**src/rtl/tdp_pkg.sv**
```systemverilog
package tdp_pkg;

    // Largest lane count the counters are sized for.
    localparam int unsigned MAX_LANES = 16;
    localparam int unsigned SLOT_W    = 5;

    typedef logic [MAX_LANES-1:0] lane_vec_t;
    typedef logic [SLOT_W-1:0]    slot_t;

    // Event phase of the write port.
    typedef enum logic [1:0] {
        EV_HELD = 2'd0,
        EV_IDLE = 2'd1,
        EV_OPEN = 2'd2
    } evt_state_t;

    // Per-write decision taken in the cycle of the bus write.
    typedef struct packed {
        logic  accept;
        logic  excess;
        slot_t slot;
    } wr_decision_t;

    // Number of set bits in a lane vector.
    function automatic slot_t count_lanes(input lane_vec_t v);
        slot_t c;
        c = '0;
        for (int i = 0; i < MAX_LANES; i++) begin
            c = c + slot_t'(v[i]);
        end
        return c;
    endfunction

endpackage

```
**src/rtl/tdp_evt_seq.sv**
```systemverilog
module tdp_evt_seq
    import tdp_pkg::*;
#(
    parameter int unsigned NUM_LANES = 4
) (
    input  logic                 clk,
    input  logic                 rst,
    input  logic                 hold,
    input  logic                 tick,
    input  logic                 wr_valid,
    input  logic [NUM_LANES-1:0] active,
    output logic                 svc_req,
    output wr_decision_t         dec,
    output evt_state_t           state
);

    localparam slot_t CNT_SAT = slot_t'(NUM_LANES + 1);

    slot_t cnt;
    slot_t avail;
    slot_t idx;
    logic  open_now;

    always_comb begin
        avail      = count_lanes(lane_vec_t'(active));
        open_now   = tick || (state == EV_OPEN);
        idx        = tick ? '0 : cnt;
        dec.slot   = idx;
        dec.accept = wr_valid && !hold && open_now && (idx < avail);
        dec.excess = wr_valid && !hold && !dec.accept;
    end

    always_ff @(posedge clk) begin
        if (rst || hold) begin
            state   <= EV_HELD;
            cnt     <= '0;
            svc_req <= 1'b0;
        end else begin
            svc_req <= tick;
            if (tick) begin
                state <= EV_OPEN;
                cnt   <= wr_valid ? slot_t'(1) : '0;
            end else begin
                if (state == EV_HELD) begin
                    state <= EV_IDLE;
                end
                if (wr_valid && (cnt != CNT_SAT)) begin
                    cnt <= cnt + slot_t'(1);
                end
            end
        end
    end

endmodule

```
**config.mk**
```make
export PLATFORM = sky130hd
export DESIGN_NAME = tdp_evt_seq
export DESIGN_NICKNAME = d
export VERILOG_FILES = /design/src/rtl/tdp_pkg.sv /design/src/rtl/tdp_evt_seq.sv
export SDC_FILE = /design/constraint.sdc
export NUM_CORES = 1
export LEC_CHECK = 0
export BUFFER_PORTS_ARGS = -buffer_cell sky130_fd_sc_hd__buf_2
export CAP_MARGIN = 20
export CORE_AREA = 2 2 39 41
export DETAILED_ROUTE_END_ITERATION = 8
export DIE_AREA = 0 0 41 43
export MAX_ROUTING_LAYER = met4
export PLACE_DENSITY = 0.76
export SLEW_MARGIN = 10
export SYNTH_ARGS = -nofsm -noshare
export SYNTH_HDL_FRONTEND = slang
export SYNTH_SLANG_ARGS = --single-unit
```
**constraint.sdc**
```tcl
create_clock -name clk -period 4 [get_ports clk]
set_clock_uncertainty 0.15 [all_clocks]
set_input_delay 0.8 -clock clk [delete_from_list [all_inputs] [get_ports clk]]
set_output_delay 0.8 -clock clk [all_outputs]
set_load 0.01 [all_outputs]
```
# [After elaboration in Yosys (flattened, before gate mapping)]
# Cells that the tools add are included.
[word_totals] reg_bits=8 latch_bits=0 ram_bits=0 mem_bits_ro=0 inputBits=9 output_inout_bits=10 word_cells=30 memories=0
[classes] addsub=4 n_mul=0 div=0 magnitude_cmp=1 n_eq_ne=2 shifts=0 mux=6 bitwise_logic=0 n_reduce_logical=13
[op_table] operator="two-way mux 5 bit" count=3
[op_table] operator="adder 5 x 1 -> 5 bit, second input constant" count=1
[op_table] operator="logical AND 1 bit" count=5
[op_table] operator="< comparator 5 x 4 -> 1 bit" count=1
[op_table] operator="inequality test 5 x 3 -> 1 bit, second input constant" count=1
[op_table] operator="adder 3 x 1 -> 4 bit" count=1
[op_table] operator="two-way mux 2 bit" count=2
[op_table] operator="nonzero test 2 bit" count=2
[op_table] operator="adder 2 x 1 -> 3 bit" count=1
[op_table] operator="adder 1 x 1 -> 2 bit" count=1
[op_table] operator="== test 2 bit, second input constant" count=1
[op_table] operator="logical NOT 1 bit" count=2
[op_table] operator="logical NOT 2 bit" count=1
[op_table] operator="logical OR 1 bit" count=2
[op_table] operator="OR reduction 2 bit" count=1
[op_table] operator="two-way mux 1 bit" count=1

# [Longest topological paths before layout]
# Gate-level depths: netlist of run 1.
[logic_depth] depth_word=7 mapped_depth=8 ltp_nobuf=8

# [Worst setup path before layout of run 1]
# No wires, ideal clock.
[synth_timing] kind="input-to-output" startpoint="in active[0]" endpoint="out dec[6] (netlist bit)" arrival_ns=2.680 path_slack_ns=0.370 cell_stages=8 cell_sequence="fa_1 -> ha_1 -> ha_1 -> inv_1 -> ha_1 -> nand2b_1 -> o221a_2 -> nor4_1"
[synth_lines] item="from (decl)" line="tdp_evt_seq.sv:11" text="input logic [NUM_LANES-1:0] active,"
[synth_lines] item="to (decl)" line="tdp_evt_seq.sv:13" text="output wr_decision_t dec,"

==> results of run 1 <==
==> metal layers <==
metal	track usage, %	vias to the layer above	part of all wire, %
met5	-	-	0
met4	11.3	0	0
met3	3.14	0	5.4
met2	22.8	19	54
met1	14.8	209	40
li1	-	255	-
==> power breakdown <==
part	internal [mW]	switching [mW]	total, mW
logic	0.0155	0.0173	0.0328
registers	0.0819	0.00186	0.0837
clock network	0.0343	0.0269	0.0612
==> worst min-delay path, stage by stage (launching register included) <==
cell and delay, ns:
dfxtp_1 0.30, inv_1 0.06, a21oi_1 0.06
==> stage by stage <==
| stage | utilization (%) | hold WS (ns) | std cells |
|---|---|---|---|
| after detailed placement | 46.0 | 0.318 | 94 |
| after global placement | 46.0 | 0.309 | 94 |
| after floorplan | - | 0.331 | 61 |
| after global routing | 47.6 | 0.357 | 97 |
| final | 47.6 | 0.318 | 97 |
| after CTS | 47.6 | 0.325 | 97 |
==> state kept, by name, indices dropped and copies added (netlist names) <==
register  count
svc_req       1
state         2
cnt           5
==> logic make-up after synthesis <==
logic type / count (synthesis)
AO/OA/AOI/OAI: 9
buffers and inverters: 8
XOR/XNOR: 1
flip-flops: 8
adder cells (fa/ha/maj): 7
multiplexers: 1
AND/OR/NAND/NOR: 27
==> synthesized netlist by cell type, types with 2 or more instances <==
cell type and instances:
dfxtp_1 8, nand2_1 3, a21oi_1 3, ha_1 6
or3_1 2, nand4_1 2, nor4b_1 2, inv_1 7
nor2b_1 4, nor2_1 7
==> final cells by class <==
type,count,area (µm²)
fill,139,724
timing repair buffer,18,90.1
tap,16,20.0
clock buffer,3,22.5
multi-input combinational,45,340
sequential,8,160
inverter,7,26.3
==> worst paths after layout <==
kind | start | end | slack, ns | cells past startpoint
setup reg to reg | cnt[1]$_SDFFE_PP0P_ | cnt[3]$_SDFFE_PP0P_ | 2.44 | 5
setup / recovery | active[0] | dec[5] | 0.15 | 10
hold / removal | state[0]$_SDFFE_PP0P_ | state[0]$_SDFFE_PP0P_ | 0.32 | 2
hold reg to reg | state[0]$_SDFFE_PP0P_ | state[0]$_SDFFE_PP0P_ | 0.32 | 2
==> results.yml, run 1 <==
yosys:
  ys_ff_latch: 8
  yosysSeqAreaShare_pct: 30.0
  syn-num-nets: 77
  synth-edff-count: 0
  syn_area_um2: 534
  synth_area_leaders: "dfxtp_1, ha_1, inv_1"
  synth_top_family_by_area: "simple AND/OR/NAND/NOR gates"
  ys_warn_count: 0
  yosys.area.top_type_share_pct: 30.0
  avgSynthCellArea_um2: 8.76
  synth-compound-area-share_pct: 12.2
  ys_types: 27
  syn_inst: 61
  synthSimpleGateAreaFrac_pct: 30.2
  synthMuxAreaShare_pct: 1.87
  synthArstFlopShare_pct: 0
  yosysTopAreaCell: "dfxtp_1"
  synthFlopType: "dfxtp_1"
  synthAdderAreaFrac_pct: 17.8
  synth-xor-area-share_pct: 1.64
cts:
  cts_tree: "built"
  cts_root_buffer: "clkbuf_4"
  post_cts_buffers: 0
  clock-sinks: 8
  ctsHoldBuffers: 0
  insertion_delay_ns: 0.25
  cts_made_buffers: 3
  clk_path_buf_depth: 2
  clkSlewWorstSetupHoldPaths_ns: 0.05
  cts_max_level: 1
  cts_resized: 0
timing:
  worst_slack_ns: 0.149
  timing.slew.headroom_pct: 76.6
  rsz0062_at_grt: "no"
  drv_slew: 0
  fin_crit_ns: 3.85
  fin_setup_tns_ns: 0
  worstMarginPinSlew_ns: 0.346
  setup_viol: 0
  fin_crit_sh_pct: 96.3
  max_freq_ghz: 0.260
  hold_viol: 0
power_and_ir_drop:
  design_power_total_mw: 0.178
  powerDensity_mw_per_mm2: 270
  p_leak_nw: 0.311
  ir_drop_v: 0.000154
route:
  drc: 0
  wirelength_um: 1080
  ant_nets: 0
  detail_route.wl_per_cell_um: 11.2
  viasPerCell: 4.98
  drtIter0Drc: 5
  vias: 483
  first_pass_iters: 4
critical_path:
  required_ns: 3.05
  crit_path_top_delay_cell: "fa_1"
  path_class: "input pin to primary output"
  slowest_delay_ns: 0.48
  critical_path_buf_inv_count: 3
  path_cells: "buf_2, fa_1, ha_1, ha_1, inv_1, ha_1, nand2b_1, o221a_2, o311a_1, buf_2"
  end_kind: "primary output"
  crit_family: "adder cells"
  start_kind: "input pin"
  arrival_ns: 2.90
  critPathMostFrequentCell: "ha_1"
  cp_max_fo: 2
place:
  dpl_cell_area_um2: 637
  routabilityCongestion: 0.768
  hpwl_um: 916
  dp_slack_ns: 0.152
  io_buffer_count: 18
global_routing:
  grt_first_pass_wirelength_um: 1620
  grt_max_degree: 11
  globalRouteOverflowTotal: 0
  grt_pass1_vias: 410
  grtUsageTotal_pct: 14.6
  grt_antenna_before_repair: 0
cells_and_area:
  antenna_cells: 0
  postLayoutCellArea_um2: 659
  mostFrequentLayoutCell: "buf_2"
  areaGrowthSynthToFinish_pct: 23.4
  finalNetCount: 99
  layout-drive-gt1-share_pct: 32.1
  layout_common_cells: "buf_2, dfxtp_1, inv_1, nor2_1, ha_1"
floorplanning:
  placeableCoreArea_mm2: 0.00138
  die_area_mm2: 0.00176
  fp.dieW_um: 41
  chipHeight_um: 43
  io_pins: 19
  num_rows: 14
  initial_core_util_pct: 38.6
job:
  cap_viol_max_count: 0
worst_hold_path:
  hold_class: "flop to flop"
outcome:
  status: "complete, no violations"
(Power assumes the default switching activity.)
==> run 2, diff against run 1 <==
--- a/config.mk
+++ b/config.mk
@@ -12,7 +12,6 @@
 export DIE_AREA = 0 0 41 43
 export MAX_ROUTING_LAYER = met4
 export PLACE_DENSITY = 0.76
-export SLEW_MARGIN = 10
 export SYNTH_ARGS = -nofsm -noshare
 export SYNTH_HDL_FRONTEND = slang
 export SYNTH_SLANG_ARGS = --single-unit
==> constraint.sdc (replaced) <==
create_clock -name clk -period 3.7 [get_ports clk]
set_clock_uncertainty 0.15 [all_clocks]
set_input_delay 0.74 -clock clk [delete_from_list [all_inputs] [get_ports clk]]
set_output_delay 0.74 -clock clk [all_outputs]
set_load 0.01 [all_outputs]
==> run 2 against run 1 <==
- die area unchanged
- clock-buffer cell count is the same
- first-iteration DRC count is 80% higher
- flip-flop and latch count is the same
- total power grew 14%
- non-clock buffer count unchanged
- critical path depth is the same
- cell area rose by 6.1%
- routed wire length fell by 0.46%
- register-to-register slack lost 0.27 ns
- critical endpoint unchanged
==> results.yml, run 2 (synthesis gave the netlist of run 1 again) <==
outcome:
  status: "complete, no violations"
global_routing:
  grt_pass1_vias: 443
  grt_max_degree: 11
  grtUsageTotal_pct: 14.4
  grt_first_pass_wirelength_um: 1690
  grt_antenna_before_repair: 0
  globalRouteOverflowTotal: 0
place:
  dpl_cell_area_um2: 637
  io_buffer_count: 18
  dp_slack_ns: -0.0235
  hpwl_um: 892
  dp_cells: 94
  routabilityCongestion: 0.759
cts:
  insertion_delay_ns: 0.25
  clkSlewWorstSetupHoldPaths_ns: 0.05
  cts_root_buffer: "clkbuf_4"
  cts_max_level: 1
  ctsHoldBuffers: 0
  cts_tree: "built"
  clk_path_buf_depth: 2
  clock-sinks: 8
  cts_made_buffers: 3
  post_cts_buffers: 0
route:
  met1_length_um: 480
  routed.top_layer: "met4"
  viasPerCell: 5.30
  wirelength_um: 1080
  ant_nets: 0
  vias: 514
  drc: 0
  drtIter0Drc: 9
  routed-wl-met3_um: 48
  first_pass_iters: 4
  met2_length_um: 539
  detail_route.wl_per_cell_um: 11.1
timing:
  fin_crit_ns: 3.63
  drv_slew: 0
  worstMarginPinSlew_ns: 0.371
  timing.slew.headroom_pct: 74.9
  fin_setup_tns_ns: 0
  worst_slack_ns: 0.0675
  fin_hold_ws_ns: 0.318
  max_freq_ghz: 0.275
  setup_viol: 0
  hold_viol: 0
  fin_crit_sh_pct: 98.2
worst_hold_path:
  hold_depth: 2
  hold_path_startpoint: "state[0]$_SDFFE_PP0P_"
  hold_end: "state[0]$_SDFFE_PP0P_"
  hold_class: "flop to flop"
cells_and_area:
  finalNetCount: 99
  layout_common_cells: "buf_2, dfxtp_1, nor2_1"
  antenna_cells: 0
  areaGrowthSynthToFinish_pct: 30.9
  utilization_pct: 50.5
  mostFrequentLayoutCell: "buf_2"
  layout-drive-gt1-share_pct: 39.5
  stdcell_count: 97
  num-fill-cells: 137
  multi_input_area_um2: 380
  largest_reg_flops: 5
  reg_top3: "cnt: 5 flops, state: 2 flops, svc_req: 1 flops"
  postLayoutCellArea_um2: 699
  register_area_um2: 160
  top_register: "cnt"
critical_path:
  reg2reg_slack_ns: 2.17
  path_class: "input pin to primary output"
  start_kind: "input pin"
  arrival_ns: 2.74
  end_kind: "primary output"
  crit_start: "active[0]"
  required_ns: 2.81
  cp_max_fo: 2
  r2r-start: "cnt[1]$_SDFFE_PP0P_"
  r2r_end: "cnt[3]$_SDFFE_PP0P_"
  worstRegToRegCells: 5
power_and_ir_drop:
  p_leak_nw: 0.317
  ir_drop_v: 0.000143
  powerDensity_mw_per_mm2: 289
  design_power_total_mw: 0.202
floorplanning:
  num_rows: 14
  fp.dieW_um: 41
  chipHeight_um: 43
  placeableCoreArea_mm2: 0.00138
  io_pins: 19
  initial_core_util_pct: 38.6
  die_area_mm2: 0.00176
job:
  cap_viol_max_count: 0
==> run 2: cell counts in the layout (fill, tap and decap cells not counted) <==
Identical to the previous run, type by type.
==> run 2: how the worst max path moves through the flow <==
| stage | endpoint | slack (ns) | cells after the start |
|---|---|---|---|
| after floorplan | dec[6] | 0.19 | 8 |
| final | dec[5] | 0.07 | 10 |
| after CTS | dec[5] | 0.006 | 10 |
| after detailed placement | dec[5] | -0.02 | 10 |
| after global routing | dec[5] | -0.002 | 10 |
| after global placement | dec[5] | -0.001 | 10 |
==> run 2: critical path: stages <==
cell and delay [ns]:
buf_2 0.11, fa_1 0.47, ha_2 0.20, ha_4 0.26, inv_2 0.03, ha_2 0.17, nand2b_4 0.13, o221a_4 0.21
o311a_1 0.29, buf_2 0.14
==> run 2: what timing repair did <==
action                     4_1_cts  5_1_grt
setup endpoints to repair        1        2
resized for setup                1        6
pin swaps                        3        2
==> run 2: where the power goes <==
part | leakage, nW | total (mW) | switching (mW) | internal [mW]
registers | 0.0651 | 0.0905 | 0.00192 | 0.0886
logic | 0.238 | 0.0465 | 0.0228 | 0.0237
clock network | 0.0138 | 0.0650 | 0.0280 | 0.0370
total | 0.317 | 0.202 | 0.0527 | 0.149
==> run 2: cell type report <==
cell class | instances | share of cell area (%)
Multi-Input combinational cell | 45 | 54.4
Sequential cell | 8 | 22.9
Timing Repair Buffer | 18 | 12.9
Inverter | 7 | 3.76
Clock buffer | 3 | 3.22
Tap cell | 16 | 2.86
==> run 2: routing by layer <==
| metal | track usage (%) | vias up |
|---|---|---|
| met1 | 18.1 | 244 |
| li1 | - | 255 |
| met3 | 3.14 | 2 |
| met4 | 8.00 | 0 |
| met5 | - | - |
| met2 | 20.6 | 13 |
==> run 3, diff against run 2 <==
--- a/config.mk
+++ b/config.mk
@@ -11,7 +11,7 @@
 export DETAILED_ROUTE_END_ITERATION = 8
 export DIE_AREA = 0 0 41 43
 export MAX_ROUTING_LAYER = met4
-export PLACE_DENSITY = 0.76
+export PLACE_DENSITY = 0.78
 export SYNTH_ARGS = -nofsm -noshare
 export SYNTH_HDL_FRONTEND = slang
 export SYNTH_SLANG_ARGS = --single-unit
==> constraint.sdc (replaced) <==
create_clock -name clk -period 2.91 [get_ports clk]
set_clock_uncertainty 0.15 [all_clocks]
set_input_delay 0.582 -clock clk [delete_from_list [all_inputs] [get_ports clk]]
set_output_delay 0.582 -clock clk [all_outputs]
set_load 0.01 [all_outputs]
==> run 3 against run 2 <==
- the run now ends with setup timing left
- flip-flop and latch count stayed put
- via count is 2.3% higher
- register-to-register slack worse by 0.80 ns
- non-clock buffer count is 2 higher
- first-iteration DRC count is 67% lower
- total power is 33% higher
- setup slack worse by 0.47 ns
- core utilization is 2.9 points higher
- die area stayed put
- clock power is 28% higher
- worst hold slack better by 0.0026 ns
- critical endpoint unchanged
- largest cell class unchanged
- largest power group unchanged
==> results.yml, run 3 (synthesis gave the netlist of run 1 again) <==
outcome:
  status: "finished, violations left"
  violations: "setup timing"
floorplanning:
  placeableCoreArea_mm2: 0.00138
  initial_core_util_pct: 38.6
  die_area_mm2: 0.00176
  io_pins: 19
  num_rows: 14
  fp.dieW_um: 41
  chipHeight_um: 43
power_and_ir_drop:
  p_switching_mw: 0.0722
  switching_share_pct: 26.8
  ir_drop_v: 0.000213
  p_int_mw: 0.197
  p_comb_share_pct: 26.3
  p_leak_nw: 0.331
  design_power_total_mw: 0.269
  powerDensity_mw_per_mm2: 364
  clkPwrFrac_pct: 30.9
  pwr-share-seq_pct: 42.8
route:
  vias: 526
  detail_route.wl_per_cell_um: 12.3
  ant_nets: 0
  drc: 0
  wirelength_um: 1220
  viasPerCell: 5.31
  first_pass_iters: 4
  drtIter0Drc: 3
worst_hold_path:
  hold_class: "flop to flop"
  hold_path_startpoint: "state[0]$_SDFFE_PP0P_"
  hold_end: "state[0]$_SDFFE_PP0P_"
  hold_depth: 2
timing:
  timing.slew.headroom_pct: 72.3
  worstMarginPinSlew_ns: 0.410
  fin_crit_sh_pct: 114
  max_freq_ghz: 0.302
  worst_slack_ns: -0.398
  hold_viol: 0
  setup_viol: 2
  fin_crit_ns: 3.31
  rsz0062_at_grt: "yes"
  drv_slew: 0
global_routing:
  grt_pass1_vias: 487
  grtUsageTotal_pct: 16.8
  grt_max_degree: 10
  grt_antenna_before_repair: 0
  grt_first_pass_wirelength_um: 1950
  globalRouteOverflowTotal: 0
cells_and_area:
  mostFrequentLayoutCell: "buf_2"
  antenna_cells: 0
  finalNetCount: 101
  register_area_um2: 160
  areaGrowthSynthToFinish_pct: 38.4
  num-fill-cells: 140
  reg_top3: "cnt: 5 flops, state: 2 flops, svc_req: 1 flops"
  largest_reg_flops: 5
  top_register: "cnt"
  multi_input_area_um2: 399
  layout_common_cells: "buf_2, dfxtp_1, nor2_1"
  layout-drive-gt1-share_pct: 41.0
critical_path:
  path_class: "input pin to primary output"
  crit_cells: 10
  r2r-start: "cnt[0]$_SDFFE_PP0P_"
  crit_family: "adder cells"
  start_kind: "input pin"
  critPathMostFrequentCell: "ha_4"
  end_kind: "primary output"
  crit_path_top_delay_cell: "fa_1"
  path_cells: "buf_6, fa_1, ha_2, ha_4, inv_2, ha_4, nand2b_4, o221a_4, o311a_1, buf_2"
  arrival_ns: 2.58
  worstRegToRegCells: 4
  critical_path_buf_inv_count: 3
  r2r_end: "cnt[0]$_SDFFE_PP0P_"
  slowest_delay_ns: 0.47
  reg2reg_slack_ns: 1.37
  cp_max_fo: 2
  required_ns: 2.18
cts:
  cts_made_buffers: 3
  clkSlewWorstSetupHoldPaths_ns: 0.06
  ctsHoldBuffers: 0
  cts_tree: "built"
  cts_root_buffer: "clkbuf_4"
  clk_path_buf_depth: 2
  insertion_delay_ns: 0.25
  cts_max_level: 1
  clock-sinks: 8
job:
  cap_viol_max_count: 0
place:
  dp_slack_ns: -0.458
  hpwl_um: 1000
  routabilityCongestion: 0.818
  io_buffer_count: 18
## run 3: how the worst max path moves through the flow
stage	start	end	slack, ns
floorplan	active[3]	dec[5]	-0.22
detailed placement	active[3]	dec[5]	-0.46
global placement	active[3]	dec[5]	-0.45
finish	active[0]	dec[5]	-0.40
global route	active[0]	dec[5]	-0.47
CTS	active[0]	dec[5]	-0.42
## run 3: cell type report
| type | instances | share of cell area, % |
|---|---|---|
| Timing Repair Buffer | 20 | 15.1 |
| Sequential cell | 8 | 21.7 |
| Tap cell | 16 | 2.71 |
| Inverter | 7 | 3.55 |
| Multi-Input combinational cell | 45 | 54.0 |
| Clock buffer | 3 | 3.05 |
## run 3: routing by layer
metal	up-vias	part of all wire [%]	track usage, %
met1	246	39	18.0
met5	-	0	-
met4	0	0	2.00
met3	0	6.2	7.85
li1	264	-	-
met2	16	54	27.8
## run 3: power by group through the flow
stage / registers [mW] / logic (mW) / clock network (mW)
after floorplan: 0.118 / 0.0439 / 0
after global placement: 0.117 / 0.0618 / 0
after detailed placement: 0.117 / 0.0650 / 0
after CTS: 0.115 / 0.0660 / 0.0885
after global routing: 0.116 / 0.0788 / 0.0940
final: 0.115 / 0.0706 / 0.0831
## run 3: worst register-to-register path: stages (launching register included)
cell and delay, ns:
dfxtp_1 0.41, ha_1 0.18, and4bb_4 0.27, mux2i_1 0.22, o311ai_0 0.16
## run 3: repair_timing
item / 4_1_cts / 5_1_grt
gates resized for setup: 1 / 1
setup endpoints to repair: 2 / 2
setup buffers: 0 / 1
pin swaps: 5 / 1
## run 3: per-stage QoR
step | util (%) | cells | hold WS, ns | setup TNS, ns | cell area [µm²]
floorplan | - | 61 | 0.331 | -0.374 | 584
global placement | 50.2 | 95 | 0.311 | -0.778 | 694
detailed placement | 50.2 | 95 | 0.314 | -0.819 | 694
finish | 53.4 | 99 | 0.321 | -0.751 | 739
global route | 53.4 | 99 | 0.345 | -0.913 | 739
CTS | 52.3 | 98 | 0.323 | -0.786 | 723
